[config.mk]
export PLATFORM = sky130hd
export DESIGN_NAME = pic_core
export DESIGN_NICKNAME = d
export VERILOG_FILES = /design/src/rtl/pic_pkg.sv /design/src/rtl/pic_edge_det.sv /design/src/rtl/pic_prio_enc.sv /design/src/rtl/pic_core.sv
export SDC_FILE = /design/constraint.sdc
export NUM_CORES = 1
export LEC_CHECK = 0
export ABC_AREA = 0
export CAP_MARGIN = 20
export CORE_ASPECT_RATIO = 1.1
export CORE_UTILIZATION = 55
export CTS_CLUSTER_DIAMETER = 30
export CTS_CLUSTER_SIZE = 25
export DETAILED_ROUTE_END_ITERATION = 7
export PLACE_DENSITY = 0.78
export SKIP_LAST_GASP = 1
export SYNTH_ARGS = -nofsm -noshare
export SYNTH_HDL_FRONTEND = slang
export SYNTH_HIERARCHICAL = 1
export SYNTH_SLANG_ARGS = --single-unit
[constraint.sdc]
create_clock -name clk -period 5 [get_ports clk]
set_clock_uncertainty 0.15 [all_clocks]
set_input_delay 0.75 -clock clk [delete_from_list [all_inputs] [get_ports clk]]
set_output_delay 0.75 -clock clk [all_outputs]
set_load 0.005 [all_outputs]
[src/rtl/pic_pkg.sv]
package pic_pkg;
    typedef enum logic [2:0] {
        S_UNINIT,
        S_BASE,
        S_CASC,
        S_MODE,
        S_READY
    } seq_e;

    localparam logic [7:0] EOI_CMD   = 8'h20;
    localparam int         START_BIT = 4;
    localparam int         NEED4_BIT = 0;
    localparam int         SINGLE_BIT = 1;
endpackage

[src/rtl/pic_edge_det.sv]
module pic_edge_det #(
    parameter int N = 8
) (
    input  logic         clk,
    input  logic         rst_n,
    input  logic [N-1:0] lines,
    output logic [N-1:0] rise
);
    logic [N-1:0] prev_q;

    always_ff @(posedge clk or negedge rst_n) begin
        if (!rst_n) prev_q <= '0;
        else        prev_q <= lines;
    end

    assign rise = lines & ~prev_q;
endmodule

[src/rtl/pic_prio_enc.sv]
module pic_prio_enc #(
    parameter int N  = 8,
    localparam int IW = (N > 1) ? $clog2(N) : 1
) (
    input  logic [N-1:0]  req,
    output logic          valid,
    output logic [IW-1:0] idx
);
    always_comb begin
        valid = 1'b0;
        idx   = '0;
        for (int i = N - 1; i >= 0; i--) begin
            if (req[i]) begin
                valid = 1'b1;
                idx   = IW'(i);
            end
        end
    end
endmodule

[src/rtl/pic_core.sv]
module pic_core #(
    parameter int N_IRQ = 8,
    parameter int DW    = 8
) (
    input  logic             clk,
    input  logic             rst_n,
    input  logic             reg_sel,
    input  logic [DW-1:0]    wr_data,
    input  logic             wr_en,
    input  logic [N_IRQ-1:0] irq_in,
    input  logic             int_ack,
    output logic             int_out,
    output logic [DW-1:0]    vec_out
);
    import pic_pkg::*;

    localparam int IW = (N_IRQ > 1) ? $clog2(N_IRQ) : 1;

    typedef struct packed {
        seq_e             seq;
        logic             need4;
        logic             single;
        logic [DW-1:0]    base;
        logic [DW-1:0]    casc;
        logic [DW-1:0]    mode;
        logic [N_IRQ-1:0] imr;
        logic [N_IRQ-1:0] irr;
        logic [N_IRQ-1:0] isr;
    } pic_st_t;

    pic_st_t st_d, st_q;

    logic [N_IRQ-1:0] rise;
    logic             req_vld, isr_vld;
    logic [IW-1:0]    req_idx, isr_idx;

    pic_edge_det #(.N(N_IRQ)) u_edge (
        .clk   (clk),
        .rst_n (rst_n),
        .lines (irq_in),
        .rise  (rise)
    );

    pic_prio_enc #(.N(N_IRQ)) u_req_prio (
        .req   (st_q.irr & ~st_q.imr),
        .valid (req_vld),
        .idx   (req_idx)
    );

    pic_prio_enc #(.N(N_IRQ)) u_isr_prio (
        .req   (st_q.isr),
        .valid (isr_vld),
        .idx   (isr_idx)
    );

    logic ready, odd_wr, even_wr, start_wr, eoi_wr, ack_go;

    always_comb begin
        st_d     = st_q;
        vec_out  = '0;
        ready    = (st_q.seq == S_READY);
        odd_wr   = wr_en & reg_sel;
        even_wr  = wr_en & ~reg_sel;
        start_wr = even_wr & wr_data[START_BIT];
        eoi_wr   = even_wr & ready & (wr_data == DW'(EOI_CMD));
        int_out  = ready & req_vld & (!isr_vld || (req_idx < isr_idx));
        ack_go   = int_ack & int_out;

        if (eoi_wr && isr_vld)
            st_d.isr[isr_idx] = 1'b0;

        if (ack_go) begin
            st_d.irr[req_idx] = 1'b0;
            st_d.isr[req_idx] = 1'b1;
            vec_out = st_q.base + DW'(req_idx);
        end

        if (ready)
            st_d.irr = st_d.irr | rise;

        if (start_wr) begin
            st_d.seq    = S_BASE;
            st_d.need4  = wr_data[NEED4_BIT];
            st_d.single = wr_data[SINGLE_BIT];
            st_d.irr    = '0;
            st_d.isr    = '0;
        end else if (odd_wr) begin
            unique case (st_q.seq)
                S_BASE: begin
                    st_d.base = wr_data;
                    if (!st_q.single) st_d.seq = S_CASC;
                    else if (st_q.need4) st_d.seq = S_MODE;
                    else st_d.seq = S_READY;
                end
                S_CASC: begin
                    st_d.casc = wr_data;
                    st_d.seq  = st_q.need4 ? S_MODE : S_READY;
                end
                S_MODE: begin
                    st_d.mode = wr_data;
                    st_d.seq  = S_READY;
                end
                S_READY: st_d.imr = wr_data[N_IRQ-1:0];
                default: ;
            endcase
        end
    end

    always_ff @(posedge clk or negedge rst_n) begin
        if (!rst_n) begin
            st_q        <= '0;
            st_q.seq    <= S_UNINIT;
            st_q.imr    <= '1;
        end else begin
            st_q <= st_d;
        end
    end
endmodule

==> summary.txt, run 1 <==
Clock tree
  • H-tree levels: 2
  • Root buffer cell: clkbuf_8
  • Post-CTS Setup Bufs: 0
  • CTS Buf Count: 5
  • Reg clk slew, reported paths: 80 ps
  • Clk sinks: 45
  • Clock buffer depth: 2
  • # resized after CTS: 0
  • Clock Latency Late Sink: 300 ps
  • Hold_buf cts: 0
  • CTS tree: yes

Worst setup path
  • RR Endpoint: st_q[10]$_DFF_PN0_
  • CP endpoint kind: primary output
  • Crit Path Class: flop to primary output
  • Worst EP required: 4100 ps
  • Critical Path Fanout Max: 8
  • Startpoint Class: flop
  • Worst setup path start: st_q[5]$_DFF_PN0_
  • Worst reg2reg path depth: 8
  • R2R Setup Slk: 1710 ps
  • CP Data Arrival Time: 3420 ps
  • FF-to-FF Start: st_q[18]$_DFFE_PN1P_

Logic synthesis
  • EDFF count, synth: 0
  • Synthesized net count: 282
  • Synth Instances: 255
  • Mapped cell area: 2684 sq um
  • Distinct cells, synth: 53
  • Post-synthesis sequential area ratio: 0.4233
  • Avg Cell Area, Syn: 10.52 sq um
  • Top-area cell type share of the netlist area: 0.3450
  • Synth Register Bits: 45
  • Top FF cell, synth: dfrtp_1
  • Yosys top cell by area: dfrtp_1
  • Async SR Flop Fraction: 1.000
  • Synth area leaders: dfrtp_1 34%, dfstp_2 7.8%, mux2_2 6.3%
  • YS warnings: 6

Floorplanning
  • Cell Rows: 26
  • Die width: 68.61 microns
  • I/O pins: 30
  • Die H: 75.27 microns
  • Initial Utilization: 0.5769
  • Die Area: 5164 sq um
  • Core area: 4652 sq um

Timing
  • Slew at the pin closest to its max-slew limit: 733.5 ps
  • Final Cycle Share: 0.8647
  • Fmax: 231.3 MHz
  • Final setup violation count: 0
  • Minimum clock period: 4323 ps
  • Final Hold Vio Count: 0
  • RSZ-0062 raised after global routing: no
  • Setup TNS: 0 ps
  • Relative slew slack: 0.5105
  • Fin. max-slew vios: 0

Pwr
  • Worst vdd ir: 290.1 uV
  • Pwr/cell area: 574.6 nW/um^2
  • Leak: 1.258 nW

Route
  • Post-Route WL: 5.821 mm
  • Number of DRC markers in iteration 0: 129
  • DR DRC count: 0
  • Via density: 5.983
  • Wire per inst: 16.87 microns
  • DRT antenna net count: 0
  • Pre-antenna DRT Iters: 4
  • Total number of vias: 2,064

Placement
  • Gp weighted congestion: 0.9266
  • Buffers on Ports: 29
  • HPWL Detailed: 4.266 mm
  • DP Cell Count: 336

Cells and area
  • Fin cells: 345
  • Fin nets: 315
  • Layout cells sized above 1: 0.2042
  • Ant diodes: 0
  • Area grow syn2layout: 17.02%

Global routing
  • Vias in the first global route: 2,004
  • First-pass GRT wire length: 9.515 mm
  • Grt ovf: 0
  • Total Routing Usage GR: 0.2553
  • Initial antenna violation count: 0
  • Largest net degree at the start of global routing: 46

Job
  • Max-Cap Viols: 0

Hold path
  • Worst Hold Class: primary input to async pin

Run status
  • Outcome: finished, final reports clean
[worst max-delay path, cell delays in order, from the launching register on]
cell	delay, ps
dfrtp_1	420
nor2_1	120
o21ai_0	80
a211oi_1	560
inv_1	160
ha_1	220
nor2_1	260
o21a_1	330
o2111ai_4	200
nor3_1	250
clkdlybuf4s50_1	520
[stage by stage]
step,setup slack (ps),cell area (sq um),total power [W],util,hold WS [ps]
3_3_place_gp,1109,3013,0.001499,0.6477,325.6
6_report,676.6,3141,0.001805,0.6751,242.2
4_1_cts,691.3,3120,0.001802,0.6708,358.8
2_1_floorplan,1211,2684,0.001309,-,286.9
3_5_place_dp,1029,3013,0.001529,0.6477,341.3
5_1_grt,434.3,3141,0.001948,0.6751,270.6
[registers in the layout (all words and copies together) (netlist names)]
name	flops
u_edge/prev_q	8
st_q	37
[placed cells by master (no fill, tap or decap), types with 3 or more instances in the layout]
master / netlist / final
o21ai_0: 13 / 13
o21a_1: 3 / 3
inv_1: 11 / 11
nor3_1: 5 / 5
nor2_1: 20 / 20
nand2_1: 23 / 23
nand3_1: 7 / 7
ha_1: 5 / 5
clkdlybuf4s50_1: 0 / 28
dfrtp_1: 37 / 37
xnor2_1: 3 / 3
nor2b_4: 8 / 8
nor4_1: 3 / 3
and2_1: 4 / 4
o2bb2ai_1: 3 / 3
o211ai_1: 5 / 5
mux2_2: 15 / 15
nor2b_1: 14 / 14
a21oi_1: 15 / 15
o21ba_2: 3 / 3
dfstp_2: 8 / 8
a211oi_1: 3 / 3
clkbuf_8: 0 / 5
[synthesized netlist by cell type, drive strengths merged (4+ instances only)]
cell	instances
a21oi	15
and2	4
buf	4
dfrtp	37
dfstp	8
ha	5
inv	11
mux2	15
nand2	23
nand3	7
nor2	20
nor2b	23
nor3	5
nor4	5
o2111ai	4
o211ai	5
o21ai	15
[cells by family after synthesis]
| logic type | share of synthesized area |
|---|---|
| simple gates | 0.2578 |
| compound gates | 0.1781 |
| flops | 0.4233 |
| buf+inv | 0.03077 |
| mux | 0.06294 |
| fa+ha+maj | 0.03077 |
| xor+xnor | 0.01632 |
[worst max path at each step]
stage	end	slack, ps	cells past startpoint
5_1_grt	vec_out[2]	430	8
4_1_cts	vec_out[2]	690	8
6_report	vec_out[2]	680	10
3_5_place_dp	vec_out[2]	1030	8
2_1_floorplan	vec_out[6]	1210	9
3_3_place_gp	vec_out[2]	1110	8
[final cells by class]
type | instances | area, sq um
tap | 56 | 70.07
fill | 377 | 1511
sequential | 45 | 1136
multi-input combinational | 193 | 1465
clock inverter | 2 | 35.03
clock buffer | 6 | 72.57
inverter | 11 | 41.29
timing repair buffer | 32 | 320.3
[per-layer routing]
layer	track usage	wire length [microns]
met5	0	0
met4	0.08102	118
met3	0.04545	192
met2	0.4336	2897
met1	0.3278	2612
[report_power, final]
| group | switching, W | total [W] | internal (W) |
|---|---|---|---|
| Combinational | 0.000526 | 0.000905 | 0.000379 |
| Clock | 0.000122 | 0.000270 | 0.000148 |
| Sequential | 0.000122 | 0.000630 | 0.000508 |
No activity file was read; power rests on OpenSTA's default activity.
==> run 2: changes to the inputs <==
Settings changed: CTS_CLUSTER_SIZE 25 to 24.
==> results of run 2 <==
Final layout, timing and power as in run 1 (identical DEF).
==> run 3: changes to the inputs <==
Settings changed: REMOVE_ABC_BUFFERS set to 1.
==> run 3 against run 2 <==
Effect of this change:
- maximum frequency up 1.1%
- combinational power up 1%
- setup slack better by 47 ps
- critical path depth down 2
- sequential share of layout area unchanged
- worst hold slack worse by 64 ps
- critical path type unchanged
- critical endpoint unchanged
==> summary.txt, run 3 (same netlist as run 1, synthesis figures left out) <==
Floorplanning
  • Die H: 75.27 microns (unchanged)
  • Core area: 4652 sq um (unchanged)
  • Initial Utilization: 0.5769 (unchanged)
  • Cell Rows: 26 (unchanged)
  • Die width: 68.61 microns (unchanged)
  • Die Area: 5164 sq um (unchanged)
  • I/O pins: 30 (unchanged)

Clock tree
  • Post-CTS Setup Bufs: 0 (unchanged)
  • Clock Latency Late Sink: 300 ps (about the same)
  • Hold_buf cts: 0 (unchanged)
  • Reg clk slew, reported paths: 80 ps (about the same)
  • H-tree levels: 2 (unchanged)
  • Clock buffer depth: 2 (unchanged)
  • Clk sinks: 45 (unchanged)
  • Root buffer cell: clkbuf_8
  • CTS tree: yes
  • CTS Buf Count: 5 (unchanged)
  • # resized after CTS: 0 (unchanged)

Cells and area
  • Area of the multi-input gates: 1465 sq um (unchanged)
  • Most frequent cells in the layout: 37 x dfrtp_1, 28 x clkdlybuf4s50_1, 23 x nand2_1
  • Commonest non-fill, non-tap cell in the layout: dfrtp_1
  • # fillers: 371 (-1.6%)
  • Max reg flops: 37 (unchanged)
  • Layout cells sized above 1: 0.2042 (unchanged)
  • Ant diodes: 0 (unchanged)
  • Largest reg by FF count: st_q
  • Fin nets: 315 (unchanged)
  • Area grow syn2layout: 17.02% (unchanged)
  • FF/Latch Area: 1136 sq um (unchanged)
  • Final Util: 0.6751 (unchanged)
  • Top flop regs: st_q: 37 flops, u_edge/prev_q: 8 flops

Timing
  • Slew at the pin closest to its max-slew limit: 784.4 ps (+50.90 ps)
  • Final Cycle Share: 0.8554 (-0.009306)
  • Final Hold Vio Count: 0 (unchanged)
  • Final setup violation count: 0 (unchanged)
  • Setup TNS: 0 ps (unchanged)
  • Fin. max-slew vios: 0 (unchanged)
  • Fmax: 233.8 MHz (+1.1%)
  • Minimum clock period: 4277 ps (-46.53 ps)
  • Relative slew slack: 0.4765 (-0.03397)
  • RSZ-0062 raised after global routing: no
  • Hold WS: 178.4 ps (-63.81 ps)

Pwr
  • Pwr/cell area: 578.8 nW/um^2 (+0.73%)
  • Total Power: 0.001818 W (+0.73%)
  • Worst vdd ir: 317.6 uV (+9.5%)
  • Leak: 1.258 nW (unchanged)

Global routing
  • Vias in the first global route: 1,953 (-2.5%)
  • Initial antenna violation count: 0 (unchanged)
  • Largest net degree at the start of global routing: 46 (unchanged)
  • Grt ovf: 0 (unchanged)
  • Total Routing Usage GR: 0.2553 (about the same)
  • First-pass GRT wire length: 9.432 mm (-0.87%)

Job
  • Max-Cap Viols: 0 (unchanged)

Worst setup path
  • Worst EP required: 4100 ps (about the same)
  • R2R Setup Slk: 1730 ps (+20 ps)
  • CP Data Arrival Time: 3380 ps (-40 ps)
  • CP endpoint kind: primary output
  • Critical Path Fanout Max: 8 (unchanged)
  • Startpoint Class: flop
  • Crit Path Class: flop to primary output

Route
  • Via density: 6.113 (+2.2%)
  • Post-Route WL: 5.973 mm (+2.6%)
  • DRT antenna net count: 0 (unchanged)
  • Number of DRC markers in iteration 0: 146 (+13%)
  • Pre-antenna DRT Iters: 4 (unchanged)
  • DR DRC count: 0 (unchanged)
  • Total number of vias: 2,109 (+2.2%)
  • Wire per inst: 17.31 microns (+2.6%)

Placement
  • Buffers on Ports: 29 (unchanged)
  • HPWL Detailed: 4.406 mm (+3.3%)
  • Gp weighted congestion: 0.9199 (-0.72%)

Run status
  • Outcome: finished, final reports clean

Hold path
  • Worst Hold Class: primary input to async pin
run 3: path summary, 6_finish.rpt:
kind / from / endpoint / cells past startpoint
worst min register to register: st_q[48]$_DFFE_PN0P_ / st_q[48]$_DFFE_PN0P_ / 2
min in group clk: st_q[48]$_DFFE_PN0P_ / st_q[48]$_DFFE_PN0P_ / 2
worst max register to register: st_q[18]$_DFFE_PN1P_ / st_q[10]$_DFF_PN0_ / 8
worst min-delay path: rst_n / st_q[41]$_DFFE_PN0P_ / 1
worst max-delay path: st_q[18]$_DFFE_PN1P_ / vec_out[2] / 8
max in group asynchronous: rst_n / st_q[16]$_DFFE_PN1P_ / 2
run 3: per-stage QoR:
step / setup WS [ps] / area (sq um) / cells
global route: 542.4 / 3141 / 345
global placement: 1115 / 3013 / 336
CTS: 729.1 / 3120 / 344
floorplan: 1211 / 2643 / 249
detailed placement: 1065 / 3013 / 336
finish: 723.1 / 3141 / 345
run 3: report_power, final:
| group | switching [W] | internal, W |
|---|---|---|
| sequential | 0.000123 | 0.000508 |
| combinational | 0.000536 | 0.000380 |
| clock | 0.000123 | 0.000148 |
| total | 0.000782 | 0.00104 |
run 3: layout make-up:
type | instances | share of cell area
Multi-Input combinational cell | 193 | 0.4665
Sequential cell | 45 | 0.3618
Timing Repair Buffer | 32 | 0.1020
Clock buffer | 6 | 0.02311
Tap cell | 56 | 0.02231
Inverter | 11 | 0.01315
Clock inverter | 2 | 0.01116
run 3: layer usage:
layer,GRT usage,up-vias,wire (microns)
met3,0.04848,15,369
li1,-,991,-
met5,0,-,0
met4,0.09028,0,157
met1,0.3385,1013,2654
met2,0.4150,90,2792
run 3: critical path, cell delays in order (launching register included):
cell and delay [ps]:
dfstp_2 530, nor2b_1 80, nor4_2 290, nor2b_1 530
ha_1 370, o21ai_4 280, o2111ai_4 220, nor3_1 250
clkdlybuf4s50_1 520
